<file path="src/rtl/osc_steer_pkg.sv">
package osc_steer_pkg;

    typedef enum logic [1:0] {
        ERR_ZERO  = 2'd0,
        ERR_PLUS  = 2'd1,
        ERR_MINUS = 2'd2
    } err_e;

    typedef enum logic [1:0] {
        STG_WARMUP   = 2'd0,
        STG_UNLOCKED = 2'd1,
        STG_LOCKED   = 2'd2
    } stage_e;

    typedef enum logic [1:0] {
        BS_IDLE   = 2'd0,
        BS_PLUS1  = 2'd1,
        BS_MINUS1 = 2'd2
    } basic_e;

    typedef enum logic [2:0] {
        RS_IDLE    = 3'd0,
        RS_PLUS1   = 3'd1,
        RS_MINUS1  = 3'd2,
        RS_HOLD_DN = 3'd3,
        RS_HOLD_UP = 3'd4
    } refined_e;

    typedef enum logic [1:0] {
        STEP_NONE = 2'd0,
        STEP_UP   = 2'd1,
        STEP_DN   = 2'd2
    } step_e;

endpackage

</file>
<file path="src/rtl/osc_ref_sync.sv">
module osc_ref_sync #(
    parameter int SYNC_STAGES = 2
) (
    input  logic clk,
    input  logic rst_n,
    input  logic async_i,
    output logic rise_o
);

    // sync chain plus one history flop for edge detection
    logic [SYNC_STAGES:0] sh_q;

    always_ff @(posedge clk or negedge rst_n) begin
        if (!rst_n) begin
            sh_q <= '0;
        end else begin
            sh_q <= {sh_q[SYNC_STAGES-1:0], async_i};
        end
    end

    assign rise_o = sh_q[SYNC_STAGES-1] & ~sh_q[SYNC_STAGES];

endmodule

</file>
<file path="src/rtl/osc_period_meter.sv">
module osc_period_meter
    import osc_steer_pkg::*;
#(
    parameter int NOMINAL_CNT = 10_000_000
) (
    input  logic clk,
    input  logic rst_n,
    input  logic edge_i,
    output logic smp_vld_o,
    output err_e smp_err_o,
    output logic miss_o
);

    localparam int CNT_W = $clog2(2 * NOMINAL_CNT + 1);
    localparam logic [CNT_W-1:0] NOM_C = CNT_W'(NOMINAL_CNT);
    localparam logic [CNT_W-1:0] LIM_C = CNT_W'(2 * NOMINAL_CNT);
    localparam logic [CNT_W-1:0] ONE_C = CNT_W'(1);

    logic [CNT_W-1:0] cnt_q;
    logic             armed_q;

    always_ff @(posedge clk or negedge rst_n) begin
        if (!rst_n) begin
            cnt_q     <= '0;
            armed_q   <= 1'b0;
            smp_vld_o <= 1'b0;
            smp_err_o <= ERR_ZERO;
            miss_o    <= 1'b0;
        end else begin
            smp_vld_o <= 1'b0;
            miss_o    <= 1'b0;
            if (edge_i) begin
                if (armed_q) begin
                    smp_vld_o <= 1'b1;
                    smp_err_o <= (cnt_q > NOM_C) ? ERR_PLUS :
                                 (cnt_q < NOM_C) ? ERR_MINUS : ERR_ZERO;
                end
                cnt_q   <= ONE_C;
                armed_q <= 1'b1;
            end else if (armed_q) begin
                if (cnt_q == LIM_C) begin
                    miss_o  <= 1'b1;
                    armed_q <= 1'b0;
                end else begin
                    cnt_q <= cnt_q + ONE_C;
                end
            end
        end
    end

endmodule

</file>
<file path="src/rtl/osc_basic_steer.sv">
module osc_basic_steer
    import osc_steer_pkg::*;
(
    input  logic        clk,
    input  logic        rst_n,
    input  logic        active_i,
    input  logic        clear_i,
    input  logic        smp_vld_i,
    input  err_e        smp_err_i,
    output step_e       step_o,
    output logic [2:0]  digit_o
);

    basic_e st_q, st_d;

    always_ff @(posedge clk or negedge rst_n) begin
        if (!rst_n) begin
            st_q <= BS_IDLE;
        end else begin
            st_q <= st_d;
        end
    end

    always_comb begin
        st_d   = st_q;
        step_o = STEP_NONE;
        if (!active_i || clear_i) begin
            st_d = BS_IDLE;
        end else if (smp_vld_i) begin
            unique case (st_q)
                BS_IDLE: begin
                    if (smp_err_i == ERR_PLUS)       st_d = BS_PLUS1;
                    else if (smp_err_i == ERR_MINUS) st_d = BS_MINUS1;
                end
                BS_PLUS1: begin
                    if (smp_err_i == ERR_PLUS) begin
                        st_d   = BS_IDLE;
                        step_o = STEP_DN;
                    end else if (smp_err_i == ERR_MINUS) begin
                        st_d = BS_MINUS1;
                    end
                end
                BS_MINUS1: begin
                    if (smp_err_i == ERR_MINUS) begin
                        st_d   = BS_IDLE;
                        step_o = STEP_UP;
                    end else if (smp_err_i == ERR_PLUS) begin
                        st_d = BS_PLUS1;
                    end
                end
                default: st_d = BS_IDLE;
            endcase
        end
    end

    always_comb begin
        digit_o = active_i ? ({1'b0, st_q} + 3'd1) : 3'd0;
    end

endmodule

</file>
<file path="src/rtl/osc_refined_steer.sv">
module osc_refined_steer
    import osc_steer_pkg::*;
(
    input  logic        clk,
    input  logic        rst_n,
    input  logic        active_i,
    input  logic        clear_i,
    input  logic        smp_vld_i,
    input  err_e        smp_err_i,
    output step_e       step_o,
    output logic [2:0]  digit_o
);

    refined_e st_q, st_d;

    always_ff @(posedge clk or negedge rst_n) begin
        if (!rst_n) begin
            st_q <= RS_IDLE;
        end else begin
            st_q <= st_d;
        end
    end

    always_comb begin
        st_d   = st_q;
        step_o = STEP_NONE;
        if (!active_i || clear_i) begin
            st_d = RS_IDLE;
        end else if (smp_vld_i) begin
            unique case (st_q)
                RS_IDLE: begin
                    if (smp_err_i == ERR_PLUS)       st_d = RS_PLUS1;
                    else if (smp_err_i == ERR_MINUS) st_d = RS_MINUS1;
                end
                RS_PLUS1: begin
                    if (smp_err_i == ERR_PLUS)       st_d = RS_HOLD_DN;
                    else if (smp_err_i == ERR_MINUS) st_d = RS_MINUS1;
                end
                RS_MINUS1: begin
                    if (smp_err_i == ERR_MINUS)     st_d = RS_HOLD_UP;
                    else if (smp_err_i == ERR_PLUS) st_d = RS_PLUS1;
                end
                RS_HOLD_DN: begin
                    st_d = RS_IDLE;
                    if (smp_err_i != ERR_MINUS) step_o = STEP_DN;
                end
                RS_HOLD_UP: begin
                    st_d = RS_IDLE;
                    if (smp_err_i != ERR_PLUS) step_o = STEP_UP;
                end
                default: st_d = RS_IDLE;
            endcase
        end
    end

    always_comb begin
        digit_o = active_i ? (st_q + 3'd1) : 3'd0;
    end

endmodule

</file>
<file path="src/rtl/osc_steer_ctrl.sv">
module osc_steer_ctrl
    import osc_steer_pkg::*;
#(
    parameter int NOMINAL_CNT   = 10_000_000,
    parameter int DAC_W         = 14,
    parameter int DAC_MID       = 8192,
    parameter int WARMUP_PULSES = 600,
    parameter int LOCK_SECS     = 96,
    parameter int SYNC_STAGES   = 2
) (
    input  logic             clk,
    input  logic             rst_n,
    input  logic             ref_pulse_i,
    output logic [DAC_W-1:0] dac_word_o,
    output logic             locked_o,
    output logic             holdover_o,
    output logic [2:0]       basic_digit_o,
    output logic [2:0]       refined_digit_o
);

    localparam int WRM_W = $clog2(WARMUP_PULSES + 1);
    localparam int LCK_W = $clog2(LOCK_SECS + 1);
    localparam logic [DAC_W-1:0] DAC_MAX  = '1;
    localparam logic [DAC_W-1:0] DAC_MIN  = '0;
    localparam logic [DAC_W-1:0] DAC_RST  = DAC_W'(DAC_MID);
    localparam logic [DAC_W-1:0] DAC_ONE  = DAC_W'(1);
    localparam logic [WRM_W-1:0] WRM_LAST = WRM_W'(WARMUP_PULSES - 1);
    localparam logic [LCK_W-1:0] LCK_LAST = LCK_W'(LOCK_SECS - 1);

    logic             ref_rise;
    logic             smp_vld;
    err_e             smp_err;
    logic             miss;
    step_e            b_step, r_step, step;
    logic             basic_act;
    stage_e           stage_q, stage_d;
    logic [WRM_W-1:0] warm_cnt_q;
    logic [LCK_W-1:0] lock_cnt_q;
    logic [DAC_W-1:0] dac_q;
    logic             seen_up_q, seen_dn_q, refined_q, hold_q;

    osc_ref_sync #(.SYNC_STAGES(SYNC_STAGES)) u_sync (
        .clk     (clk),
        .rst_n   (rst_n),
        .async_i (ref_pulse_i),
        .rise_o  (ref_rise)
    );

    osc_period_meter #(.NOMINAL_CNT(NOMINAL_CNT)) u_meter (
        .clk       (clk),
        .rst_n     (rst_n),
        .edge_i    (ref_rise),
        .smp_vld_o (smp_vld),
        .smp_err_o (smp_err),
        .miss_o    (miss)
    );

    assign basic_act = (stage_q != STG_WARMUP) && !refined_q;

    osc_basic_steer u_basic (
        .clk       (clk),
        .rst_n     (rst_n),
        .active_i  (basic_act),
        .clear_i   (miss),
        .smp_vld_i (smp_vld),
        .smp_err_i (smp_err),
        .step_o    (b_step),
        .digit_o   (basic_digit_o)
    );

    osc_refined_steer u_refined (
        .clk       (clk),
        .rst_n     (rst_n),
        .active_i  (refined_q),
        .clear_i   (miss),
        .smp_vld_i (smp_vld),
        .smp_err_i (smp_err),
        .step_o    (r_step),
        .digit_o   (refined_digit_o)
    );

    assign step = refined_q ? r_step : b_step;

    // stage transitions
    always_comb begin
        stage_d = stage_q;
        unique case (stage_q)
            STG_WARMUP: begin
                if (smp_vld && warm_cnt_q == WRM_LAST) stage_d = STG_UNLOCKED;
            end
            STG_UNLOCKED: begin
                if (step == STEP_NONE && smp_vld && lock_cnt_q == LCK_LAST)
                    stage_d = STG_LOCKED;
            end
            STG_LOCKED: begin
                if (step != STEP_NONE) stage_d = STG_UNLOCKED;
            end
            default: stage_d = STG_WARMUP;
        endcase
    end

    // state register
    always_ff @(posedge clk or negedge rst_n) begin
        if (!rst_n) begin
            stage_q <= STG_WARMUP;
        end else begin
            stage_q <= stage_d;
        end
    end

    // outputs and datapath
    always_ff @(posedge clk or negedge rst_n) begin
        if (!rst_n) begin
            warm_cnt_q <= '0;
            lock_cnt_q <= '0;
            dac_q      <= DAC_RST;
            seen_up_q  <= 1'b0;
            seen_dn_q  <= 1'b0;
            refined_q  <= 1'b0;
            hold_q     <= 1'b0;
        end else begin
            if (smp_vld && stage_q == STG_WARMUP)
                warm_cnt_q <= warm_cnt_q + WRM_W'(1);

            if (step != STEP_NONE || stage_q == STG_WARMUP)
                lock_cnt_q <= '0;
            else if (smp_vld && stage_q == STG_UNLOCKED)
                lock_cnt_q <= lock_cnt_q + LCK_W'(1);

            unique case (step)
                STEP_UP: begin
                    dac_q     <= (dac_q == DAC_MAX) ? DAC_MAX : dac_q + DAC_ONE;
                    seen_up_q <= 1'b1;
                end
                STEP_DN: begin
                    dac_q     <= (dac_q == DAC_MIN) ? DAC_MIN : dac_q - DAC_ONE;
                    seen_dn_q <= 1'b1;
                end
                default: ;
            endcase

            if (stage_q == STG_LOCKED && seen_up_q && seen_dn_q)
                refined_q <= 1'b1;

            if (miss)
                hold_q <= 1'b1;
            else if (smp_vld)
                hold_q <= 1'b0;
        end
    end

    assign dac_word_o = dac_q;
    assign locked_o   = (stage_q == STG_LOCKED);
    assign holdover_o = hold_q;

endmodule

</file>
<file path="config.mk">
export PLATFORM = sky130hd
export DESIGN_NAME = osc_steer_ctrl
export DESIGN_NICKNAME = d
export VERILOG_FILES = /design/src/rtl/osc_steer_pkg.sv /design/src/rtl/osc_ref_sync.sv /design/src/rtl/osc_period_meter.sv /design/src/rtl/osc_basic_steer.sv /design/src/rtl/osc_refined_steer.sv /design/src/rtl/osc_steer_ctrl.sv
export SDC_FILE = /design/constraint.sdc
export NUM_CORES = 1
export LEC_CHECK = 0
export BUFFER_PORTS_ARGS = -buffer_cell sky130_fd_sc_hd__buf_4
export CAP_MARGIN = 20
export CORE_UTILIZATION = 62
export DETAILED_ROUTE_END_ITERATION = 6
export PLACE_DENSITY = 0.81
export RECOVER_POWER = 25
export SETUP_SLACK_MARGIN = 0.1
export SLEW_MARGIN = 20
export SYNTH_ARGS = -nofsm -noshare
export SYNTH_HDL_FRONTEND = slang
export SYNTH_SLANG_ARGS = --single-unit
</file>
<file path="constraint.sdc">
create_clock -name clk -period 3.2 [get_ports clk]
set_clock_uncertainty 0.15 [all_clocks]
set_input_delay 0.32 -clock clk [delete_from_list [all_inputs] [get_ports clk]]
set_output_delay 0.32 -clock clk [all_outputs]
set_load 0.02 [all_outputs]
</file>
### Yosys cells after proc, flatten, opt, wreduce, memory -nomap -nowiden

Index checks and enable logic that the tools add are counted.

* add/sub/neg operators: 7
* $lt $le $gt $ge: 2
* equal/unequal tests: 24
* mux-type cells: 53
* bitwise operators: 2
* reduce and logical (&&, ||, !) cells: 31

Operators by type and width (count)
* 2-to-1 mux 25 bit: 3
* 2-to-1 mux 2 bit: 19
* 2-to-1 mux 14 bit: 2
* one-hot mux 14 bit (2 select lines): 1
* 2-to-1 mux 3 bit: 9
* adder 25 x 1 -> 25 bit (second input constant): 1
* equality test 25 bit (second input constant): 1
* > comparator 25 x 24 -> 1 bit (second input constant): 1
* less-than comparator 25 x 24 -> 1 bit (second input constant): 1
* nonzero test 2 bit: 8
* adder 14 x 1 -> 14 bit (second input constant): 1
* equality test 14 bit (second input constant): 1
* logical NOT 14 bit: 1
* 2-to-1 mux 7 bit: 2
* subtractor 14 x 1 -> 14 bit (second input constant): 1
* 2-to-1 mux 1 bit: 12
* one-hot mux 2 bit (3 select lines): 2
* adder 10 x 1 -> 10 bit (second input constant): 1
* equality test 10 bit (second input constant): 1
* one-hot mux 3 bit (3 select lines): 1
* equality test 2 x 1 -> 1 bit (second input constant): 4
* equality test 2 bit (second input constant): 4
* logical AND 1 bit: 8
* != test 2 bit (second input constant): 4
* other kinds (19): 30

* register bits: 75
* bits of input ports: 3
* output and inout port bits: 22
* word-level logic and storage cells: 135

### Depth between registers and ports, before layout

Gate-level depths: netlist of run 1.

* word-level depth: 11
* mapped depth: 13
* depth with buffers taken out: 12

### By module

From an unflattened synthesis of run 1, not the netlist that was laid out.

* cell total of the unflattened synthesis: 526
* area, all modules: 4802.1 um^2

By module, submodules not included
* osc_steer_ctrl: instances 1, cells each 270, area an instance 2402.3 um^2, seq. area each 927.1 um^2
* osc_period_meter: instances 1, cells each 179, area an instance 1694.1 um^2, seq. area each 750.7 um^2
* osc_refined_steer: instances 1, cells each 39, area an instance 330.3 um^2, seq. area each 75.1 um^2
* osc_basic_steer: instances 1, cells each 34, area an instance 286.5 um^2, seq. area each 50.0 um^2
* osc_ref_sync: instances 1, cells each 4, area an instance 88.8 um^2, seq. area each 75.1 um^2

### Worst setup path after synthesis of run 1

No wires, ideal clock.

* path kind: register to register
* start point: register u_refined.st_q[0]
* end point: register dac_q[12] (netlist: dac_word_o[12])
* setup time: 0.136 ns
* arrival: 2.467 ns
* data required time: 2.914 ns
* path slack: 0.447 ns
* cell stages (with the launch flop): 12
* path buffers: 1
* clock period less this slack: 2.753 ns
* path through: dfrtp_1 ha_1 ha_1 nor4b_1 o21ai_0 inv_1 ha_1 clkbuf_1 or3_1 o2bb2a_1 o21ai_1 o31ai_1

* cells in the longest elaborated chain, start to end: 7
* elaborated cells between the ends (all ways): 10
* those cells by class: 4 x eq/ne; 5 x mux; 1 x reduce/logical

Ends and longest elaborated chain
* from (decl): RTL line osc_refined_steer.sv:14 `refined_e st_q, st_d;`
* from (signal assigned): RTL line osc_refined_steer.sv:20 `st_q <= st_d;`
* equality test 3 bit or equality test 3 x 2 -> 1 bit (tied branches): RTL line osc_refined_steer.sv:30 `unique case (st_q)`
* one-hot mux 2 bit (2 select lines) *: RTL line osc_refined_steer.sv:30
* 2-to-1 mux 2 bit *: RTL line osc_refined_steer.sv:29 `end else if (smp_vld_i) begin`
* 2-to-1 mux 2 bit *: RTL line osc_refined_steer.sv:27 `if (!active_i || clear_i) begin`
* 2-to-1 mux 2 bit *: RTL line osc_steer_ctrl.sv:82 `assign step = refined_q ? r_step : b_step;`
* equality test 2 bit or equality test 2 x 1 -> 1 bit (tied branches): RTL line osc_steer_ctrl.sv:130 `unique case (step)`
* one-hot mux 14 bit (2 select lines) or nonzero test 2 bit (tied branches)
* to (signal assigned): RTL line osc_steer_ctrl.sv:132 `dac_q <= (dac_q == DAC_MAX) ? DAC_MAX : dac_q + DAC_ONE;`
* to (signal assigned): RTL line osc_steer_ctrl.sv:136 `dac_q <= (dac_q == DAC_MIN) ? DAC_MIN : dac_q - DAC_ONE;`
* to (decl): RTL line osc_steer_ctrl.sv:39 `logic [DAC_W-1:0] dac_q;`

Mark *: on every way between the ends. The rest lies on a longest branch, timed or not.
A chain may end at the register's enable or synchronous reset.

### Final worst setup path of run 1

* start point: register u_refined.st_q[0]
* end point: register dac_q[7] (netlist: dac_word_o[7])

The elaborated chain is that of the path after synthesis.

==> results.json, run 1 <==
{
  "grt-ovfl-total": 0,
  "clkSinkCount": 75,
  "swShare_pct": 29.36,
  "cts-root-buf": "clkbuf_8",
  "p_int_mw": 1.365,
  "fin_ws_ns": 0.2717,
  "grt_usage_pct": 29.03,
  "ys_seq_area_share_pct": 41.01,
  "critical_path_class": "reg2reg",
  "grt_pass1_vias": 3805,
  "drcViolationCount": 0,
  "worstHoldPathType": "reg2reg",
  "syn_inst": 522,
  "antennaDiodeCount": 0,
  "insertion_delay_ns": 0.36,
  "synth_edf_count": 0,
  "failed_checks": "max-capacitance violations, max-slew violations",
  "antenna_found_initial": 0,
  "start_util_pct": 65.59,
  "preCtsSetupSlack_ns": 0.1118,
  "crit_arrival_ns": 3.03,
  "rsz0062_at_grt": "no",
  "cts_tree": "built",
  "ys_warn_count": 0,
  "synth-compound-area-share_pct": 14.95,
  "p_seq_share_pct": 55.6,
  "dieArea_um2": 7733,
  "fillers": 562,
  "cts_made_buffers": 9,
  "setup_tns_ns": 0,
  "cp-end-kind": "flip-flop",
  "yosysUniqueCellTypes": 65,
  "synth_top_family_by_area": "simple AND/OR/NAND/NOR gates",
  "grt.busiest_layer": "met2",
  "num_rows": 30,
  "clk_pin_slew_ns": 0.09,
  "syn_area_um2": 4579,
  "yosys.cell_count.top_type": "dfrtp_1",
  "die_y_um": 87.94,
  "path_max_fanout": 10,
  "outcome": "complete, but fails checks",
  "synth_xor_area_share_pct": 6.311,
  "slew_viol_final": 76,
  "clock.fmax_mhz": 341.5,
  "num_vias": 4097,
  "hold_slack_ns": 0.2027,
  "grt_use_met3_pct": 6.692,
  "finalCritPeriodShare_pct": 91.51,
  "powerDensity_nw_per_um2": 383.3,
  "synth-adder-area-share_pct": 5.464,
  "synth_top_area_cell": "dfrtp_1",
  "h-tree-depth": 3,
  "cap_violations": 1,
  "synth_mux_area_share_pct": 1.148,
  "drtIter0Drc": 424,
  "core_area_um2": 6982,
  "synth_common_cells": "dfrtp_1, nor2_1, nand2_1",
  "place_inst": 627,
  "ioPinCount": 25,
  "grtUsageMet2_pct": 47.00,
  "worstPathRequired_ns": 3.30,
  "drive_above_1_share_pct": 10.36,
  "power.net_switching_uw": 567.3,
  "power_frac_comb_pct": 9.6,
  "grt_max_degree": 76,
  "yosys.area_share.simple_pct": 26.78,
  "synth_fp_nets": 545,
  "clock_path_buffers": 2,
  "grt.met1_usage_pct": 38.85,
  "p_leak_nw": 2.125,
  "vias_per_cell": 6.342,
  "pwr-share-clk_pct": 34.8,
  "critPathLaunchType": "flip-flop",
  "routedWlPerCell_um": 16.00,
  "ys_seq_elements": 75,
  "drt-pass1-iter-count": 5,
  "slew_headroom_pct": -21.93,
  "area_growth_pct": 10.08,
  "synthFlopType": "dfrtp_1",
  "portBuffers": 24,
  "place.gp.congestion": 0.9109,
  "synthArstFlopShare_pct": 100.0,
  "worst_pin_slew_ns": 1.829,
  "finalSetupViolCount": 0,
  "yosys.area.top_type_share_pct": 40.44,
  "synth_area_leaders": "dfrtp_1, ha_1, nor2_1, xnor2_1, nand2_1",
  "period_needed_ns": 2.928,
  "power_mw": 1.932,
  "drt-total-wl_um": 10340,
  "finalHoldViolCount": 0,
  "hpwlAfterDp_um": 6988,
  "vdd_ir_drop_max_uv": 327.3,
  "ant_nets": 0,
  "final_cells": 646,
  "synth.avg_cell_area_um2": 8.773,
  "grt_pass1_wl_um": 17440,
  "finalNetCount": 568,
  "die_w_um": 87.94
}
[power groups by stage]
stage,combinational (mW),clock (mW),sequential (mW)
2_1_floorplan,0.128,0,1.08
3_3_place_gp,0.177,0,1.09
3_5_place_dp,0.184,0,1.09
4_1_cts,0.188,0.682,1.08
5_1_grt,0.212,0.720,1.09
6_report,0.185,0.672,1.08
[cell type report]
class,count,area (um^2),share of cell area (%)
inverters,26,97.59,1.936
well taps,96,120.1,2.383
flip-flops and latches,75,1878,37.25
repair buffers,34,231.5,4.592
clock inverters,7,53.80,1.067
clock buffers,9,123.9,2.457
multi-input cells,399,2536,50.31
[state kept, by name, summed over array words and instances (netlist names), 2 cells and up]
| signal | flops |
|---|---|
| stage_q | 2 |
| u_meter.smp_err_o | 2 |
| u_basic.st_q | 2 |
| u_refined.st_q | 3 |
| u_meter.cnt_q | 25 |
| u_sync.sh_q | 3 |
| lock_cnt_q | 7 |
| dac_word_o | 14 |
| warm_cnt_q | 10 |
[stage by stage]
stage                     instance area (um^2)  utilization [%]
after floorplan                           4579                -
after global placement                    4841            69.34
after detailed placement                  4841            69.34
after CTS                                 5039            72.17
after global routing                      5041            72.20
final                                     5041            72.20
[metal layers]
metal  part of all wire [%]  vias up
li1                       -     1927
met1                     44     1978
met2                     48      174
met3                    6.7       18
met4                    1.4        0
met5                      0        -
[layout by cell type, fill, tap and decap left out, drive strengths merged, types with 3 or more instances in the layout]
master   n
dfrtp   74
nor2    59
nand2   41
o21ai   30
a21oi   28
inv     27
buf     23
nand3   22
xnor2   22
nor3    20
ha      20
nand4   18
nor4    18
clkbuf  18
or3     14
xor2    11
nor2b    9
or4      6
o211ai   5
nand2b   4
nor3b    4
or2      4
o22ai    4
and3     4
a31oi    4
and4     4
a21o     4
clkinv   4
and2     3
mux2i    3
nor4b    3
a22oi    3
[logic make-up after synthesis]
| kind of cell | after synthesis |
|---|---|
| AOI/OAI and AO/OA | 105 |
| xor gates and xnor gates | 33 |
| adders and majority gates | 20 |
| buffers and inverters | 48 |
| DFF | 75 |
| muxes | 5 |
| and+or+nand+nor | 236 |
[timing repair]
action,4_1_cts,5_1_grt
resized for setup,1,5
endpoints found under the hold margin,46,0
endpoints found under the setup margin,2,11
hold buffers,2,0
pin swaps,0,2
buffers inserted,0,1
[worst max-delay path: stages, from the launching register on]
cell	delay (ns)
dfrtp_1	0.44
inv_1	0.12
ha_1	0.20
mux2i_1	0.10
nor4b_1	0.32
o21ai_1	0.13
buf_4	0.16
ha_1	0.43
inv_1	0.29
o21ai_1	0.12
a221o_1	0.36
[final timing paths]
path / startpoint / to / slack [ns] / cells after the start
hold reg to reg: u_sync.sh_q[0] / u_sync.sh_q[1] / 0.20 / 0
hold / removal: u_sync.sh_q[0] / u_sync.sh_q[1] / 0.20 / 0
setup / recovery: u_refined.st_q[0] / dac_word_o[7] / 0.27 / 10
setup reg to reg: u_refined.st_q[0] / dac_word_o[7] / 0.27 / 10
max in group asynchronous: rst_n / u_meter.cnt_q[0] / 0.98 / 2
min in group asynchronous: rst_n / u_refined.st_q[2] / 0.84 / 2
Power figures use the tool's default switching activity.
==> run 2, diff against run 1 <==
--- a/config.mk
+++ b/config.mk
@@ -7,11 +7,14 @@
 export LEC_CHECK = 0
 export BUFFER_PORTS_ARGS = -buffer_cell sky130_fd_sc_hd__buf_4
 export CAP_MARGIN = 20
+export CORE_ASPECT_RATIO = 1.25
+export CORE_MARGIN = 2
 export CORE_UTILIZATION = 62
 export DETAILED_ROUTE_END_ITERATION = 6
 export PLACE_DENSITY = 0.81
 export RECOVER_POWER = 25
 export SETUP_SLACK_MARGIN = 0.1
+export SKIP_LAST_GASP = 1
 export SLEW_MARGIN = 20
 export SYNTH_ARGS = -nofsm -noshare
 export SYNTH_HDL_FRONTEND = slang
==> results.json, run 2 (synthesis results as in run 1) <==
{
  "outcome": "complete, but fails checks",
  "failed_checks": "design-rule violations, max-capacitance violations, max-slew violations",
  "hpwlAfterDp_um": 7498,
  "num_rows": 35,
  "critPathSlowestCell": "dfrtp_1",
  "drt-pass1-iter-count": 7,
  "die_y_um": 100.1,
  "top_register": "u_meter.cnt_q",
  "p_seq_share_pct": 54.9,
  "period_needed_ns": 2.850,
  "path_max_fanout": 19,
  "powerDensity_nw_per_um2": 387.9,
  "final_area_um2": 5047,
  "worst_pin_slew_ns": 1.839,
  "worstHoldPathType": "reg2reg",
  "final_cell_mix": "dfrtp_1, nor2_1, nand2_1",
  "grt_max_degree": 76,
  "routedWlPerCell_um": 16.57,
  "power_mw": 1.958,
  "clock.fmax_mhz": 350.9,
  "vdd_ir_drop_max_uv": 254.2,
  "finalCritPeriodShare_pct": 89.05,
  "layout_commonest_cell": "dfrtp_1",
  "p_int_mw": 1.390,
  "finalSetupViolCount": 0,
  "rsz0062_at_grt": "no",
  "clock_path_buffers": 2,
  "cts_tree": "built",
  "cp-end-kind": "flip-flop",
  "finalHoldViolCount": 0,
  "setup_tns_ns": 0,
  "cts-root-buf": "clkbuf_8",
  "postPlaceCellArea_um2": 4871,
  "grt_usage_pct": 28.28,
  "cap_violations": 1,
  "fin_ws_ns": 0.3504,
  "clk_pin_slew_ns": 0.09,
  "slowest_delay_ns": 0.44,
  "cts_made_buffers": 9,
  "r2r_slack_ns": 0.35,
  "drt-total-wl_um": 10670,
  "grt-ovfl-total": 0,
  "min_path_cells": 0,
  "slew_headroom_pct": -22.58,
  "num_vias": 4088,
  "finalNetCount": 570,
  "path_cells": "inv_1 > ha_1 > mux2i_1 > nor4b_2 > o21ai_1 > inv_1 > ha_1 > buf_12 > nor4_2 > nand3_1 > a21o_1 > o2bb2ai_1",
  "vias_per_cell": 6.348,
  "h-tree-depth": 3,
  "fillers": 604,
  "crit_arrival_ns": 2.98,
  "die_w_um": 80.87,
  "worst-path-buf-inv": 3,
  "r2r.worst_path.cells": 12,
  "drcViolationCount": 2,
  "portBuffers": 24,
  "critPathTopFamily": "simple AND/OR/NAND/NOR gates",
  "place.gp.congestion": 0.9211,
  "critical_path_class": "reg2reg",
  "worstHoldStart": "u_sync.sh_q[0]",
  "drtIter0Drc": 338,
  "largest_reg_flops": 25,
  "power.net_switching_uw": 568.2,
  "dieArea_um2": 8094,
  "insertion_delay_ns": 0.36,
  "slew_viol_final": 76,
  "ant_nets": 0,
  "critPathLaunchType": "flip-flop",
  "hold_slack_ns": 0.2057,
  "worstReg2RegEnd": "dac_word_o[9]",
  "worstPathRequired_ns": 3.34,
  "p_leak_nw": 2.124,
  "pwr-share-clk_pct": 35.5,
  "swShare_pct": 29.02,
  "min_to": "u_sync.sh_q[1]",
  "clkSinkCount": 75,
  "grt_pass1_wl_um": 18200,
  "ioPinCount": 25,
  "start_util_pct": 62.99,
  "antenna_found_initial": 0,
  "core_area_um2": 7269,
  "drive_above_1_share_pct": 9.783,
  "critical_path.reg2reg.startpoint": "u_refined.st_q[0]",
  "area_growth_pct": 10.22,
  "power_frac_comb_pct": 9.5,
  "preCtsSetupSlack_ns": 0.1742,
  "antennaDiodeCount": 0,
  "grt_pass1_vias": 4042
}
run 2: cell types whose count changed in the layout (fill, tap and decap cells not counted), sizes merged:
cell,delta
clkinv,-3
inv,+1
clkbuf,+7
buf,-2
clkinvlp,-1
run 2: timing repair:
item | CTS | global route
gates resized for setup | 0 | 5
hold buffers | 2 | 0
setup buffers | 0 | 0
endpoints found under the setup margin | 0 | 5
hold endpoints to repair | 40 | 0
run 2: worst max path at each step:
stage	startpoint	endpoint	slack, ns	depth (start not counted)
after floorplan	u_refined.st_q[0]	dac_word_o[12]	0.45	11
after global placement	u_refined.st_q[0]	dac_word_o[10]	0.29	13
after detailed placement	u_refined.st_q[0]	dac_word_o[9]	0.17	12
after CTS	u_refined.st_q[0]	dac_word_o[9]	0.14	11
after global routing	u_refined.st_q[0]	dac_word_o[10]	0.06	13
final	u_refined.st_q[0]	dac_word_o[9]	0.35	12
run 2: metrics by stage:
step / instances / utilization, %
finish: 644 / 69.43
floorplan: 522 / -
global route: 644 / 69.43
CTS: 644 / 69.74
detailed placement: 626 / 67.01
global placement: 626 / 67.01
run 2: layout make-up:
class | count | area, um^2 | area share, %
Sequential cell | 75 | 1878 | 37.21
Clock inverter | 4 | 33.78 | 0.6693
Clock buffer | 12 | 145.1 | 2.876
Inverter | 26 | 97.59 | 1.934
Timing Repair Buffer | 36 | 244.0 | 4.834
Multi-Input combinational cell | 399 | 2534 | 50.20
Tap cell | 92 | 115.1 | 2.281
run 2: layer usage:
layer | vias up | global-route usage (%) | part of all wire (%)
li1 | 1935 | - | -
met1 | 1966 | 35.19 | 41
met2 | 145 | 46.09 | 50
met3 | 42 | 3.957 | 4.5
met4 | 0 | 17.34 | 3.9
met5 | - | 0 | 0
run 2: worst reg2reg max path, stage by stage (launching register included):
cell and delay, ns:
dfrtp_1 0.44, inv_1 0.10, ha_1 0.23, mux2i_1 0.19, nor4b_2 0.08, o21ai_1 0.24, inv_1 0.07, ha_1 0.23
buf_12 0.17, nor4_2 0.40, nand3_1 0.16, a21o_1 0.20, o2bb2ai_1 0.12
run 2: power by group through the flow:
| stage | logic [mW] | clock network, mW | registers (mW) |
|---|---|---|---|
| after floorplan | 0.128 | 0 | 1.08 |
| after global placement | 0.181 | 0 | 1.09 |
| after detailed placement | 0.186 | 0 | 1.09 |
| after CTS | 0.190 | 0.697 | 1.08 |
| after global routing | 0.219 | 0.736 | 1.09 |
| final | 0.186 | 0.696 | 1.08 |
==> run 3, diff against run 2 <==
--- a/config.mk
+++ b/config.mk
@@ -18,4 +18,5 @@
 export SLEW_MARGIN = 20
 export SYNTH_ARGS = -nofsm -noshare
 export SYNTH_HDL_FRONTEND = slang
+export SYNTH_HIERARCHICAL = 1
 export SYNTH_SLANG_ARGS = --single-unit
==> results.json, run 3 <==
{
  "finalNetCount": 566,
  "antenna_found_initial": 0,
  "cts_made_buffers": 9,
  "synth_area_leaders": "dfrtp_1, ha_1, a21oi_1, nand2_1, nor2_1",
  "grt_usage_pct": 27.83,
  "largest_reg_flops": 25,
  "cap_violations": 1,
  "grt-ovfl-total": 0,
  "drt-pass1-iter-count": 5,
  "clk_pin_slew_ns": 0.09,
  "worstPathRequired_ns": 3.34,
  "yosysUniqueCellTypes": 81,
  "drive_above_1_share_pct": 15.48,
  "vias_per_cell": 6.504,
  "yosys.cell_count.top_type": "dfrtp_1",
  "ys_seq_elements": 75,
  "slew_headroom_pct": -23.56,
  "final_cell_mix": "dfrtp_1, nand2_1, nor2_1",
  "crit_arrival_ns": 3.09,
  "clkSinkCount": 75,
  "finalSetupViolCount": 0,
  "critical_path_class": "reg2reg",
  "antennaDiodeCount": 0,
  "ys_seq_area_share_pct": 39.11,
  "drt-total-wl_um": 11110,
  "regArea_um2": 1881,
  "dieArea_um2": 8470,
  "syn_area_um2": 4802,
  "final_area_um2": 5265,
  "num_vias": 4169,
  "synth_top_area_cell": "dfrtp_1",
  "hpwlAfterDp_um": 7690,
  "die_w_um": 82.72,
  "clock_path_buffers": 2,
  "die_y_um": 102.4,
  "path_max_fanout": 6,
  "period_needed_ns": 2.947,
  "worstHoldPathType": "reg2reg",
  "layout_commonest_cell": "dfrtp_1",
  "failed_checks": "max-capacitance violations, max-slew violations",
  "r2r_slack_ns": 0.25,
  "fillers": 578,
  "setup_tns_ns": 0,
  "finalHoldViolCount": 0,
  "routedWlPerCell_um": 17.33,
  "worst_pin_slew_ns": 1.853,
  "rsz0062_at_grt": "no",
  "synthArstFlopShare_pct": 100.0,
  "ys_warn_count": 6,
  "synth.avg_cell_area_um2": 9.129,
  "vdd_ir_drop_max_uv": 376.6,
  "start_util_pct": 64.50,
  "ioPinCount": 25,
  "grt_max_degree": 76,
  "powerDensity_nw_per_um2": 391.8,
  "h-tree-depth": 3,
  "slew_viol_final": 76,
  "yosys.area.top_type_share_pct": 38.56,
  "postPlaceCellArea_um2": 5030,
  "multi_input_area_um2": 2729,
  "top_register": "u_meter/cnt_q",
  "grt_pass1_wl_um": 18260,
  "drtIter0Drc": 223,
  "ant_nets": 0,
  "synth_fp_nets": 548,
  "insertion_delay_ns": 0.36,
  "num_rows": 35,
  "cts_tree": "built",
  "core_area_um2": 7445,
  "clock.fmax_mhz": 339.3,
  "outcome": "complete, but fails checks",
  "synthFlopType": "dfrtp_1",
  "cts-root-buf": "clkbuf_8",
  "portBuffers": 24,
  "syn_inst": 526,
  "critPathLaunchType": "flip-flop",
  "synth_edf_count": 0,
  "synth_common_cells": "dfrtp_1, nand2_1, nor2_1",
  "finalCritPeriodShare_pct": 92.10,
  "place.gp.congestion": 0.8798,
  "area_growth_pct": 9.640,
  "cp-end-kind": "flip-flop",
  "hold_slack_ns": 0.2041,
  "p_leak_nw": 2.196,
  "drcViolationCount": 0,
  "grt_pass1_vias": 4032
}
==> run 3: cell count changes after synthesis, sizes merged, moves of 8 or more <==
cell and delta:
o31ai +12, or4 +8, clkbuf +8, o21ai -9, xnor2 -8, nor2 -19
==> run 3: critical path: stages, from the launching register on <==
cell and delay (ns):
dfrtp_1 0.44, ha_1 0.25, ha_1 0.19, nand4_1 0.07
a21oi_1 0.06, mux2i_2 0.23, inv_1 0.07, ha_1 0.20
nand4b_1 0.21, or4_4 0.57, o211ai_1 0.17, a21o_1 0.13
a221o_1 0.14
==> run 3: where the power goes <==
part           switching [mW]  internal, mW  leakage [nW]
logic                   0.111        0.0868          1.08
registers              0.0808          1.01          1.01
clock network           0.372         0.406         0.106
total                   0.563          1.50          2.20
==> run 3: worst paths after layout <==
check / from / end / cells past startpoint
max in group asynchronous: rst_n / u_basic/st_q[0] / 2
worst max register to register: u_refined/st_q[0] / dac_word_o[3] / 12
worst max-delay path: u_refined/st_q[0] / dac_word_o[3] / 12
worst min-delay path: u_sync/sh_q[1] / u_sync/sh_q[2] / 0
min in group asynchronous: rst_n / lock_cnt_q[5] / 2
worst min register to register: u_sync/sh_q[1] / u_sync/sh_q[2] / 0
==> run 3: metrics by stage <==
| step | total power [mW] | util (%) | cells | worst slack, ns |
|---|---|---|---|---|
| floorplan | 1.230 | - | 526 | 0.1227 |
| global placement | 1.290 | 67.56 | 623 | 0.1887 |
| detailed placement | 1.306 | 67.56 | 623 | 0.04217 |
| CTS | 2.084 | 70.74 | 641 | 0.1175 |
| global route | 2.145 | 70.72 | 641 | 0.09553 |
| finish | 2.063 | 70.72 | 641 | 0.2528 |
==> run 3: logic make-up after synthesis <==
logic type,Yosys count,share of synthesized area (%)
mux,9,1.980
fa+ha+maj,19,4.951
simple gates,228,28.17
flops,75,39.11
compound gates,113,15.95
buf+inv,55,4.925
xor+xnor,27,4.925
==> run 3: cell type report <==
cell class                      instances  share of cell area [%]
Clock buffer                           11                   2.875
Clock inverter                          5                   1.141
Inverter                               27                   1.925
Multi-Input combinational cell        396                   51.83
Sequential cell                        75                   35.72
Tap cell                               92                   2.186
Timing Repair Buffer                   35                   4.325
==> run 3: metal layers <==
metal | GRT usage (%) | share of wire [%] | vias to the layer above | wire, um
li1 | - | - | 1970 | -
met1 | 33.10 | 40 | 2035 | 4462
met2 | 48.14 | 53 | 133 | 5833
met3 | 4.947 | 4.7 | 31 | 520
met4 | 13.24 | 2.6 | 0 | 290
met5 | 0 | 0 | - | 0
==> run 3: what timing repair did <==
action | 4_1_cts | 5_1_grt
endpoints found under the setup margin | 7 | 12
cloned | 0 | 0
endpoints found under the hold margin | 49 | 0
pin swaps | 0 | 0
setup buffers | 0 | 0
gates resized for setup | 2 | 14
hold buffers | 2 | 0
